`config.mk`:
```
export PLATFORM = sky130hd
export DESIGN_NAME = csel_addsub
export DESIGN_NICKNAME = d
export VERILOG_FILES = /design/src/rtl/csel_pkg.sv /design/src/rtl/csel_cell.sv /design/src/rtl/csel_chain.sv /design/src/rtl/csel_outreg.sv /design/src/rtl/csel_addsub.sv
export SDC_FILE = /design/constraint.sdc
export NUM_CORES = 1
export LEC_CHECK = 0
export BUFFER_PORTS_ARGS = -buffer_cell sky130_fd_sc_hd__buf_4
export CELL_PAD_IN_SITES_DETAIL_PLACEMENT = 1
export CELL_PAD_IN_SITES_GLOBAL_PLACEMENT = 1
export CORE_UTILIZATION = 40
export CTS_BUF_LIST = sky130_fd_sc_hd__clkbuf_2 sky130_fd_sc_hd__clkbuf_4 sky130_fd_sc_hd__clkbuf_8
export CTS_CLUSTER_DIAMETER = 80
export CTS_CLUSTER_SIZE = 24
export DETAILED_ROUTE_END_ITERATION = 6
export GPL_TIMING_DRIVEN = 1
export HOLD_SLACK_MARGIN = 0.06
export PLACE_DENSITY = 0.86
export RECOVER_POWER = 50
export SYNTH_ARGS = -nofsm -noshare
export SYNTH_HDL_FRONTEND = slang
export SYNTH_SLANG_ARGS = --single-unit
```
`constraint.sdc`:
```
create_clock -name clk -period 6.9 [get_ports clk]
set_clock_uncertainty 0.15 [all_clocks]
set_input_delay 0 -clock clk [delete_from_list [all_inputs] [get_ports clk]]
set_output_delay 0 -clock clk [all_outputs]
set_load 0.02 [all_outputs]
```
`src/rtl/csel_pkg.sv`:
```
package csel_pkg;

  // Levels of the two parallel carry chains at one bit boundary.
  typedef struct packed {
    logic c0;  // chain launched with the mode value
    logic c1;  // chain launched with the inverse of the mode value
  } carry_pair_t;

endpackage

```
`src/rtl/csel_cell.sv`:
```
module csel_cell
  import csel_pkg::*;
(
  input  logic        a_bit,
  input  logic        b_bit,
  input  logic        sub,
  input  logic        grp_cin,
  input  carry_pair_t cin_pair,
  output carry_pair_t cout_pair,
  output logic        sum_bit
);

  logic b_eff;
  logic sum_if0, sum_if1;   // sum tables for a local carry of 0 and of 1
  logic kry_if0, kry_if1;   // carry tables for a local carry of 0 and of 1
  logic sel_carry;

  // Operand inversion for subtraction.
  assign b_eff = b_bit ^ sub;

  // Four two-input functions of (a_bit, b_eff).
  assign sum_if0 = a_bit ^ b_eff;
  assign sum_if1 = ~(a_bit ^ b_eff);
  assign kry_if0 = a_bit & b_eff;
  assign kry_if1 = a_bit | b_eff;

  // Each chain steers its own carry table.
  assign cout_pair.c0 = cin_pair.c0 ? kry_if1 : kry_if0;
  assign cout_pair.c1 = cin_pair.c1 ? kry_if1 : kry_if0;

  // The group carry picks a chain; that chain's level picks the sum.
  assign sel_carry = grp_cin ? cin_pair.c1 : cin_pair.c0;
  assign sum_bit   = sel_carry ? sum_if1 : sum_if0;

endmodule

```
`src/rtl/csel_chain.sv`:
```
module csel_chain
  import csel_pkg::*;
#(
  parameter int WIDTH = 10
) (
  input  logic             clk,
  input  logic             rst_n,
  input  logic             sub,
  input  logic             grp_cin,
  input  logic [WIDTH-1:0] a,
  input  logic [WIDTH-1:0] b,
  output logic [WIDTH-1:0] sum,
  output logic             cout
);

  localparam int NLINK = WIDTH + 1;

  carry_pair_t link [NLINK];

  // Chain 0 starts with the mode value, chain 1 with its inverse.
  assign link[0].c0 = sub;
  assign link[0].c1 = ~sub;

  for (genvar i = 0; i < WIDTH; i++) begin : g_cell
    csel_cell u_cell (
      .a_bit    (a[i]),
      .b_bit    (b[i]),
      .sub      (sub),
      .grp_cin  (grp_cin),
      .cin_pair (link[i]),
      .cout_pair(link[i+1]),
      .sum_bit  (sum[i])
    );

    // The chain launched at 1 dominates the one launched at 0 at every bit.
    AST_CHAIN_ORDER: assert property (@(posedge clk) disable iff (!rst_n)
      (sub ? (link[i+1].c0 || !link[i+1].c1) : (link[i+1].c1 || !link[i+1].c0)))
      else $error("chain order broken at bit %0d", i);
  end

  assign cout = grp_cin ? link[WIDTH].c1 : link[WIDTH].c0;

endmodule

```
`src/rtl/csel_outreg.sv`:
```
module csel_outreg #(
  parameter int DW = 11
) (
  input  logic          clk,
  input  logic          rst_n,
  input  logic          ena,
  input  logic [DW-1:0] d,
  output logic [DW-1:0] q
);

  always_ff @(posedge clk or negedge rst_n) begin
    if (!rst_n)   q <= '0;
    else if (ena) q <= d;
  end

  AST_REG_CAPTURE: assert property (@(posedge clk) disable iff (!rst_n)
    ena |=> q == $past(d))
    else $error("register missed a capture");

  AST_REG_HOLD: assert property (@(posedge clk) disable iff (!rst_n)
    !ena |=> $stable(q))
    else $error("register changed while disabled");

  AST_REG_CLEAR: assert property (@(posedge clk)
    !rst_n |-> q == '0)
    else $error("register not cleared");

endmodule

```
`src/rtl/csel_addsub.sv`:
```
module csel_addsub #(
  parameter int WIDTH = 10
) (
  input  logic             clk,
  input  logic             rst_n,
  input  logic             ena,
  input  logic             sub_mode,
  input  logic             grp_cin,
  input  logic [WIDTH-1:0] opa,
  input  logic [WIDTH-1:0] opb,
  output logic [WIDTH-1:0] sum_comb,
  output logic             cout_comb,
  output logic [WIDTH-1:0] sum_q,
  output logic             cout_q
);

  localparam int RW = WIDTH + 1;

  logic [RW-1:0] res_q;

  csel_chain #(.WIDTH(WIDTH)) u_chain (
    .clk    (clk),
    .rst_n  (rst_n),
    .sub    (sub_mode),
    .grp_cin(grp_cin),
    .a      (opa),
    .b      (opb),
    .sum    (sum_comb),
    .cout   (cout_comb)
  );

  csel_outreg #(.DW(RW)) u_reg (
    .clk  (clk),
    .rst_n(rst_n),
    .ena  (ena),
    .d    ({cout_comb, sum_comb}),
    .q    (res_q)
  );

  assign sum_q  = res_q[WIDTH-1:0];
  assign cout_q = res_q[WIDTH];

  // Arithmetic references for the assertions below.
  logic [RW-1:0] add_ref, sub_ref;
  assign add_ref = {1'b0, opa} + {1'b0, opb} + {{WIDTH{1'b0}}, grp_cin};
  assign sub_ref = {1'b0, opa} + {1'b0, ~opb} + {{WIDTH{1'b0}}, ~grp_cin};

  AST_ADD_RESULT: assert property (@(posedge clk) disable iff (!rst_n)
    !sub_mode |-> {cout_comb, sum_comb} == add_ref)
    else $error("add result wrong");

  AST_SUB_RESULT: assert property (@(posedge clk) disable iff (!rst_n)
    sub_mode |-> {cout_comb, sum_comb} == sub_ref)
    else $error("subtract result wrong");

endmodule

```
== Word-level counts from Yosys, hierarchy flattened ==
Cells that the tools add are included.
Operators by class
  multiplexer cells: 41
  bitwise gates (word level): 51
Operators with widths (number)
  1-bit two-way mux: 41
  1-bit XOR: 20
  1-bit inverter: 11
  1-bit bitwise AND: 10
  1-bit OR: 10
Word-level totals
  logic and storage cells: 93
  bits in registers: 11
  bits of input ports: 25

== Depth between registers and ports, before layout ==
Gate-level depths: netlist of run 1.
  depth after elaboration: 13
  gate-level depth with buffers: 15

== Hierarchy ==
Synthesis of run 1 repeated with hierarchy kept, for this count alone.
Second synthesis, totals
  cell total of the unflattened synthesis: 134
  area, all modules: 1248.7 µm²
Modules (own cells, without submodules)
  csel_cell (u_chain.g_cell[0].u_cell ...): cells an instance 11, seq. area each 0.0 µm², area each 77.6 µm², times used 9
  csel_outreg: cells an instance 23, seq. area each 275.3 µm², area each 447.9 µm², times used 1
  csel_cell (u_chain.g_cell[9].u_cell): cells an instance 10, seq. area each 0.0 µm², area each 83.8 µm², times used 1
  csel_chain: cells an instance 2, seq. area each 0.0 µm², area each 18.8 µm², times used 1

== Least setup slack after synthesis of run 1 ==
No wires, ideal clock.
  kind: input-to-output
  start point: in sub_mode
  end point: out cout_comb
  path slack: 3.173 ns
  data arrival time: 3.577 ns
  stages on the path: 14
  data required time: 6.750 ns
  cells stage by stage: buf_4 clkbuf_1 xor2_1 inv_1 ha_1 and3b_1 o21ai_0 o2111a_2 mux2i_2 mux2i_2 mux2i_2 mux2i_2 mux2i_1 mux2i_1
On the way
  cells in the longest elaborated chain, start to end: 13
  elaborated cells on any way between the ends: 51
  those cells by class: mux (21); bitwise (30)
RTL lines
  start: declaration: RTL line csel_addsub.sv:7  | input logic sub_mode,
  1-bit XOR: RTL line csel_cell.sv:19  | assign b_eff = b_bit ^ sub;
  1-bit bitwise AND or 1-bit OR (tied branches): RTL line csel_cell.sv:24, csel_cell.sv:25
  1-bit two-way mux, on equally long branches (10 in a row): RTL line csel_cell.sv:28, csel_cell.sv:29
  1-bit two-way mux (*): RTL line csel_chain.sv:41  | assign cout = grp_cin ? link[WIDTH].c1 : link[WIDTH].c0;
  end: declaration: RTL line csel_addsub.sv:12  | output logic cout_comb,
Mark *: on every way between the ends. The rest lies on a longest branch, timed or not.

== Final worst setup path of run 1 ==
  start point: in opa[0]
  end point: out cout_comb
On the way
  cells in the longest elaborated chain, start to end: 12
  elaborated cells on any way between the ends: 23
  those cells by class: mux (21); bitwise (2)
RTL lines
  start: declaration: RTL line csel_addsub.sv:9  | input logic [WIDTH-1:0] opa,
  1-bit bitwise AND or 1-bit OR (tied branches): RTL line csel_cell.sv:24, csel_cell.sv:25
  1-bit two-way mux, on equally long branches (10 in a row): RTL line csel_cell.sv:28, csel_cell.sv:29
  1-bit two-way mux (*): RTL line csel_chain.sv:41
Marks and branches as above.

==> results of run 1 <==
worst max-delay path by stage:
stage	startpoint	endpoint	slack [ns]	depth (start not counted)
2_1_floorplan	sub_mode	cout_comb	3.17	14
3_3_place_gp	sub_mode	cout_comb	3.45	14
3_5_place_dp	sub_mode	cout_comb	3.23	14
4_1_cts	sub_mode	cout_comb	3.20	14
5_1_grt	sub_mode	cout_comb	2.92	14
6_report	opa[0]	cout_comb	3.21	12
power breakdown:
| group | internal, W | switching, W |
|---|---|---|
| clock network | 0.0000263 | 0.0000266 |
| registers | 0.0000867 | 0.0000107 |
| logic | 0.0000985 | 0.000135 |
synthesized netlist by cell type, types with 3 or more instances:
library cell   n
dfrtp_1       11
xor2_1         9
nor2_1         6
clkbuf_1       3
mux2_2         9
mux2i_2        4
nand3_1        4
nand4b_1       3
buf_4         11
nand2_1        5
ha_1          18
a21oi_1        5
xnor2_1       11
inv_1         26
mux2i_1        5
critical path, stage by stage:
cell,delay (ns)
dlygate4sd3_1,0.54
buf_4,0.16
and3b_1,0.16
o21ai_0,0.19
o2111a_2,0.26
mux2i_2,0.29
mux2i_2,0.38
mux2i_2,0.34
mux2i_2,0.47
mux2i_1,0.36
mux2i_1,0.23
buf_4,0.16
cells in the final DEF, fill, tap and decap left out, drive strengths merged:
cell type and count:
o21a 2, o22ai 1, clkbuf 18, a21boi 1, nor3 2, and3 1
mux2i 9, o2111a 1, xor2 9, nor2 6, a21oi 5, and3b 2
ha 18, nor3b 2, nand4b 3, dfrtp 11, xnor2 11, or3b 1
nand2 5, mux2 9, nand3 4, inv 26, o21ai 3, dlygate4sd3 4
a211oi 1, buf 32, nand2b 1
through the flow:
| step | hold slack, ns | cells | total power (W) |
|---|---|---|---|
| 3_5_place_dp | -0.294 | 224 | 0.000353 |
| 5_1_grt | 0.177 | 232 | 0.000410 |
| 2_1_floorplan | -0.446 | 150 | 0.000277 |
| 4_1_cts | 0.148 | 232 | 0.000409 |
| 3_3_place_gp | -0.298 | 224 | 0.000342 |
| 6_report | 0.140 | 232 | 0.000384 |
cell families (layout without fill, tap and decap cells):
group                    after synthesis  in the layout
adder cells (fa/ha/maj)               18             18
AND/OR/NAND/NOR                       27             27
AO/OA/AOI/OAI                         14             14
multiplexers                          18             18
buffers and inverters                 42             80
XOR/XNOR                              20             20
flip-flops                            11             11
timing repair:
action | in CTS | in global routing
hold buffers | 4 | 0
resized for setup | 0 | 0
hold endpoints to repair | 22 | 0
area by class of cell:
type / instances / share of cell area [%]
multi-input cells: 97 / 51.6
repair buffers: 50 / 20.5
flip-flops and latches: 11 / 16.8
inverters: 26 / 5.95
well taps: 44 / 3.35
clock buffers: 4 / 1.83
per-layer routing:
metal | share of wire [%] | global-route usage [%] | wire, µm
met2 | 54 | 41.9 | 1880
met3 | 3.2 | 2.81 | 111
met5 | 0 | 0 | 0
met1 | 42 | 23.8 | 1450
met4 | 0.26 | 1.33 | 9
==> metrics.txt, run 1 <==
status=completed; R2R cell count=1; Storage cell area=275 µm²; IO Port Bufs=46; yosys warns=0; HP Start=grp_cin; Initial Util=42.9%; DR iter-0 viols=7; largest net degree at the start of global routing=20; first drt pass iteration count=2; Top Registers=u_reg.q (11); WS Path Type=in2out; total inserted antenna cells=0; R2R Path Start=u_reg.q[3]; Most used DFF post-synth=dfrtp_1; Final WS setup=3.21 ns; Worst-Skew Late Latency=0.26 ns; leading area contributor after synthesis=dfrtp_1; synthesized area per cell=8.87 µm²; Tmin final=3.69 ns; dpl ws=3.23 ns; CTS H-tree depth=1; Slew Viols, Final=0; count of final setup violators=0; Async S/R FF share, synth=100%; worst slew pin tran=0.992 ns; leakage=0.823 nW; compound-gate portion of the synthesized area=6.68%; crit share post-route=53.5%; full die area=3560 µm²; post-synth cell types=30; Worst setup EP type=primary output; number of fill cells=400; Mapped Area=1330 µm²; Mapped Nets=193; Synth area leaders=dfrtp_1 21%, ha_1 17%, mux2_2 7.6%, inv_1 7.3%, xnor2_1 7.2%; NumNets Final=232; Layout area overhead=23.4%; post-synth top area share=20.7%; maximum clock rate=271 MHz; first-pass GRT wire length=5570 µm; sequential share of the synthesized area=20.7%; TritonCTS Buffers=3; Worst Setup Start Kind=input pin; CP Data Required Time=6.75 ns; Max-slew headroom=33.9%; Post-Synth Adder-Cell Area=16.9%; drt total wl=3450 µm; setup repair bufs after CTS=0; largest family of logic cells by synthesized area=adder cells; Largest Register=u_reg.q; Core Region=3100 µm²; Core Rows=20; area of the multi-input gates=847 µm²; Clk pin slew, worst setup/hold paths=0.09 ns; clock tree buffer depth=2; arrival time at the worst endpoint=3.54 ns; post-synthesis mux area share=15.5%; DIE HEIGHT=59.7 µm; TritonCTS clock tree=built; final instance area=1640 µm²; vias=1141; Fin Setup TNS=0 ns; reg2reg setup slack=5.98 ns; vias in the first global route=1235; Final GP Congestion=0.811; Crit Path Max Fanout=7; count of state elements after synthesis=11; Final Hold Violating Endpoints=0; I/O pins=47; xor/xnor cell area share of the yosys netlist=13.2%; number of synthesized flops with an enable pin=0; Antenna Nets Post-Route=0; Area after DPL=1620 µm²; Max-Cap Viols=0; Chip Width=59.7 µm; vias per cell=4.92; HP Class=in2reg; Syn Inst Count=150; pwr dens=234 nW/µm²; root buf cell=clkbuf_4; Worst VDD drop=0.0741 mV; # DRC=0; fraction of layout cells with a size suffix above 1=27.1%; Final Util=52.9%; Hold Path Depth=4; RSZ-0062 raised after global routing=false; max FFs per register=11; Min-Delay Endpoint=u_reg.q[1]; Synth Area in Simple Gates=11.4%; Critical R2R Capture=u_reg.q[3]; post-DP HPWL=2740 µm; Tot GR Track Use=20.8%; Clock Sinks=11; antenna violations before repair=0; routed length per instance=14.9 µm; total congestion overflow=0
(Power assumes the default switching activity.)
==> inputs of run 2 (changes only) <==
--- a/config.mk
+++ b/config.mk
@@ -8,14 +8,14 @@
 export BUFFER_PORTS_ARGS = -buffer_cell sky130_fd_sc_hd__buf_4
 export CELL_PAD_IN_SITES_DETAIL_PLACEMENT = 1
 export CELL_PAD_IN_SITES_GLOBAL_PLACEMENT = 1
-export CORE_UTILIZATION = 40
+export CORE_UTILIZATION = 34
 export CTS_BUF_LIST = sky130_fd_sc_hd__clkbuf_2 sky130_fd_sc_hd__clkbuf_4 sky130_fd_sc_hd__clkbuf_8
 export CTS_CLUSTER_DIAMETER = 80
 export CTS_CLUSTER_SIZE = 24
 export DETAILED_ROUTE_END_ITERATION = 6
 export GPL_TIMING_DRIVEN = 1
 export HOLD_SLACK_MARGIN = 0.06
-export PLACE_DENSITY = 0.86
+export PLACE_DENSITY = 0.77
 export RECOVER_POWER = 50
 export SYNTH_ARGS = -nofsm -noshare
 export SYNTH_HDL_FRONTEND = slang
==> constraint.sdc (replaced) <==
create_clock -name clk -period 3.2 [get_ports clk]
set_clock_uncertainty 0.15 [all_clocks]
set_input_delay 0 -clock clk [delete_from_list [all_inputs] [get_ports clk]]
set_output_delay 0 -clock clk [all_outputs]
set_load 0.02 [all_outputs]
==> metrics.txt, run 2 (synthesis gave the netlist of run 1 again) <==
Final WS setup=0.0585 ns; Worst Setup Start Kind=input pin; WS Path Type=in2out; TritonCTS Buffers=3; Layout area overhead=36.3%; final instance count without filler cells=246; final instance area=1810 µm²; Core Region=3720 µm²; CP Data Required Time=3.05 ns; Tot GR Track Use=16.6%; antenna violations before repair=0; area of the multi-input gates=915 µm²; root buf cell=clkbuf_8; crit share post-route=98.2%; dpl ws=-0.0489 ns; Final Hold Violating Endpoints=0; RSZ-0062 raised after global routing=true; vias=1154; drt total wl=3320 µm; Hold WS=0.0653 ns; Tmin final=3.14 ns; CTS H-tree depth=1; Area after DPL=1690 µm²; Worst setup EP type=primary output; total inserted antenna cells=0; highest-count cells in the layout ignoring fill and taps=43 x buf_4, 25 x inv_1, 16 x ha_1, 13 x clkbuf_1; Antenna Nets Post-Route=0; Crit-path slowest cell=mux2i_2; number of fill cells=472; Core Rows=22; pwr dens=508 nW/µm²; post-DP HPWL=2660 µm; DIE HEIGHT=64.5 µm; NumNets Final=242; TritonCTS clock tree=built; Top Registers=u_reg.q (11); IO Port Bufs=46; Clock Sinks=11; Max-Cap Viols=0; routed length per instance=13.5 µm; I/O pins=47; # DRC=0; status=completed; CP max stage delay=0.34 ns; most common cell after layout, fill and taps aside=buf_4; clock tree buffer depth=2; full die area=4170 µm²; HP Class=in2reg; Chip Width=64.5 µm; Worst VDD drop=0.232 mV; total congestion overflow=0; Slew Viols, Final=0; Initial Util=35.8%; DR iter-0 viols=17; worst path cell trace=buf_8 -> xor2_4 -> inv_2 -> ha_4 -> and3b_1 -> o21ai_1 -> o2111a_2 -> mux2i_4 -> mux2i_2 -> mux2i_2 -> mux2i_4 -> mux2i_4 -> mux2i_2 -> buf_4; vias in the first global route=1193; Inst Count DP=233; vias per cell=4.69; max FFs per register=11; Clk pin slew, worst setup/hold paths=0.05 ns; count of final setup violators=0; Crit Path Max Fanout=3; Worst-Skew Late Latency=0.24 ns; largest net degree at the start of global routing=20; maximum clock rate=318 MHz; Max-slew headroom=40.8%; arrival time at the worst endpoint=2.99 ns; CP delay by family, top=multiplexers; Final GP Congestion=0.862; first drt pass iteration count=4; Largest Register=u_reg.q; Storage cell area=275 µm²; leakage=0.881 nW; first-pass GRT wire length=5250 µm; WP buf/inv=3; fraction of layout cells with a size suffix above 1=34.3%; worst slew pin tran=0.887 ns
run 2: cell types whose count changed in the layout (fill, tap and decap cells not counted), sizes merged:
cell         before  now
clkbuf           18   17
buf              32   44
dlygate4sd3       4    3
run 2: stage by stage:
step	total power (W)	util [%]	setup TNS [ns]
3_5_place_dp	0.000789	45.5	-0.0503
5_1_grt	0.000984	48.8	-0.143
4_1_cts	0.000960	48.4	0
6_report	0.000921	48.8	0
3_3_place_gp	0.000766	45.5	0
2_1_floorplan	0.000613	-	-0.158
run 2: power breakdown:
group          internal, W  switching (W)
Sequential        0.000188      0.0000271
Combinational     0.000255       0.000304
Clock            0.0000959      0.0000513
run 2: tightest hold or removal path: cells and delay by family:
family | cells | cell delay (ns)
muxes | 1 | 0.15
xor gates and xnor gates | 1 | 0.15
buffers and inverters | 1 | 0.12
run 2: layout make-up:
cell class | count | area share (%)
sequential | 11 | 15.2
multi-input combinational | 97 | 50.4
timing repair buffer | 60 | 23.0
tap | 48 | 3.31
clock buffer | 4 | 2.69
inverter | 26 | 5.38
run 2: path summary, 6_finish.rpt:
kind                            start          to  slack (ns)  depth (start not counted)
min in group asynchronous       rst_n  u_reg.q[9]        0.64                          3
setup reg to reg           u_reg.q[3]  u_reg.q[3]        2.28                          1
hold / removal                 opa[0]  u_reg.q[0]        0.07                          3
max in group asynchronous       rst_n  u_reg.q[8]        1.92                          3
hold reg to reg            u_reg.q[5]  u_reg.q[5]        0.36                          1
setup / recovery             sub_mode   cout_comb        0.06                         14
run 2: what timing repair did:
item	CTS	global route
endpoints found under the setup margin	1	4
setup buffers	3	3
resized for setup	1	7
pin swaps	0	4
hold buffers	3	0
hold endpoints to repair	22	0
run 2: routing by layer:
metal / wire length, µm / global-route usage [%] / part of all wire (%) / up-vias
li1: - / - / - / 570
met4: 57 / 6.11 / 1.7 / 0
met5: 0 / 0 / 0 / -
met3: 145 / 3.17 / 4.4 / 7
met2: 1830 / 32.5 / 55 / 32
met1: 1290 / 17.0 / 39 / 545
==> inputs of run 3 (changes only) <==
==> constraint.sdc (replaced) <==
create_clock -name clk -period 3.2 [get_ports clk]
set_clock_uncertainty 0.15 [all_clocks]
set_input_delay 0 -clock clk [delete_from_list [all_inputs] [get_ports clk]]
set_output_delay 0 -clock clk [all_outputs]
set_load 0.05 [all_outputs]
==> metrics.txt, run 3 (synthesis gave the netlist of run 1 again) <==
status=completed; post-DP HPWL=2550 µm; Tmin final=3.17 ns; CP Data Required Time=3.05 ns; fraction of layout cells with a size suffix above 1=35.0%; Final Util=48.7%; TritonCTS Buffers=3; Slew Viols, Final=0; Final Hold Violating Endpoints=0; count of final setup violators=0; I/O pins=47; Tot GR Track Use=16.6%; Worst setup EP type=primary output; R2R Path Start=u_reg.q[3]; Max-Cap Viols=0; Chip Width=64.5 µm; Min-Delay Endpoint=u_reg.q[0]; Fin Setup TNS=0 ns; Hold Path Depth=3; GRT met2 Usage=32.9%; TritonCTS clock tree=built; full die area=4170 µm²; Core Region=3720 µm²; Layout area overhead=36.0%; Worst Setup Start Kind=input pin; maximum clock rate=315 MHz; reg2reg setup slack=2.28 ns; Critical R2R Capture=u_reg.q[3]; crit share post-route=99.1%; vias=1144; vias per cell=4.67; worst path cell trace=buf_8 -> xor2_2 -> ha_2 -> and3b_1 -> o22ai_2 -> o2111a_2 -> mux2i_2 -> mux2i_2 -> mux2i_2 -> mux2i_4 -> mux2i_4 -> mux2i_4 -> buf_6; final instance area=1810 µm²; Max-slew headroom=42.0%; Worst VDD drop=0.269 mV; DR iter-0 viols=25; NumNets Final=241; RSZ-0062 raised after global routing=true; grt peak-use layer=met2; antenna violations before repair=0; Largest Register=u_reg.q; highest-count cells in the layout ignoring fill and taps=39 x buf_4, 25 x inv_1, 16 x ha_1, 14 x clkbuf_1; Core Rows=22; WP buf/inv=2; vias in the first global route=1223; first-pass GRT wire length=5330 µm; max FFs per register=11; Crit-path slowest cell=mux2i_2; DIE HEIGHT=64.5 µm; HP Start=opa[0]; WS Path Type=in2out; Final GP Congestion=0.712; clock tree buffer depth=2; Area after DPL=1710 µm²; pwr dens=626 nW/µm²; leakage=0.881 nW; CP max stage delay=0.35 ns; GR Layer Usage met1=18.2%; first drt pass iteration count=3; M3 GR Usage=3.70%; Initial Util=35.8%; routed length per instance=13.0 µm; R2R cell count=1; largest net degree at the start of global routing=20; Clk pin slew, worst setup/hold paths=0.05 ns; root buf cell=clkbuf_8; arrival time at the worst endpoint=3.02 ns; drt total wl=3190 µm; HP Class=in2reg; Worst-Skew Late Latency=0.24 ns; CTS H-tree depth=1; Top Registers=u_reg.q (11); Clock Sinks=11; # DRC=0; worst slew pin tran=0.870 ns; most common cell after layout, fill and taps aside=buf_4; total congestion overflow=0; Crit Path Max Fanout=3; Antenna Nets Post-Route=0; CP delay by family, top=multiplexers; total inserted antenna cells=0; IO Port Bufs=46
-- run 3: final cells by class --
class | instances | area [µm²]
Timing Repair Buffer | 59 | 409
Inverter | 26 | 97.6
Sequential cell | 11 | 275
Fill cell | 447 | 1910
Clock buffer | 4 | 48.8
Multi-Input combinational cell | 97 | 918
Tap cell | 48 | 60.1
-- run 3: worst max-delay path by stage --
stage           endpoint  cells after the start     start
6_report       cout_comb                     13  sub_mode
5_1_grt        cout_comb                     13  sub_mode
4_1_cts        cout_comb                     14  sub_mode
3_5_place_dp   cout_comb                     13    opb[1]
3_3_place_gp   cout_comb                     14    opb[1]
2_1_floorplan  cout_comb                     14  sub_mode
-- run 3: power breakdown --
part / internal [W] / switching [W] / total (W)
combinational: 0.000252 / 0.000516 / 0.000768
clock: 0.0000960 / 0.0000526 / 0.000149
sequential: 0.000188 / 0.0000283 / 0.000216
-- run 3: layer usage --
layer,wire length (µm),up-vias,part of all wire [%]
li1,-,566,-
met1,1240,545,39
met2,1810,33,57
met3,139,0,4.4
met4,0,0,0
met5,0,-,0
-- run 3: tightest hold or removal path: cells and delay by family --
family	cells	cell delay, ns
multiplexers	1	0.15
XOR/XNOR	1	0.15
buffers and inverters	1	0.12
-- run 3: what timing repair did --
item                                    in CTS  in global routing
endpoints found under the hold margin       22                  0
endpoints found under the setup margin       1                  3
buffers inserted                             2                  2
pin swaps                                    4                  4
gates resized for setup                      3                  6
hold buffers                                 3                  0
-- run 3: through the flow --
| step | std cells | hold WS (ns) | setup slack (ns) | total power [W] |
|---|---|---|---|---|
| floorplan | 150 | -0.446 | -0.261 | 0.000839 |
| global placement | 234 | -0.301 | 0.0274 | 0.00100 |
| detailed placement | 234 | -0.300 | -0.0726 | 0.00102 |
| CTS | 243 | 0.0675 | -0.0242 | 0.00118 |
| global route | 245 | 0.0837 | -0.0973 | 0.00120 |
| finish | 245 | 0.0585 | 0.0300 | 0.00113 |
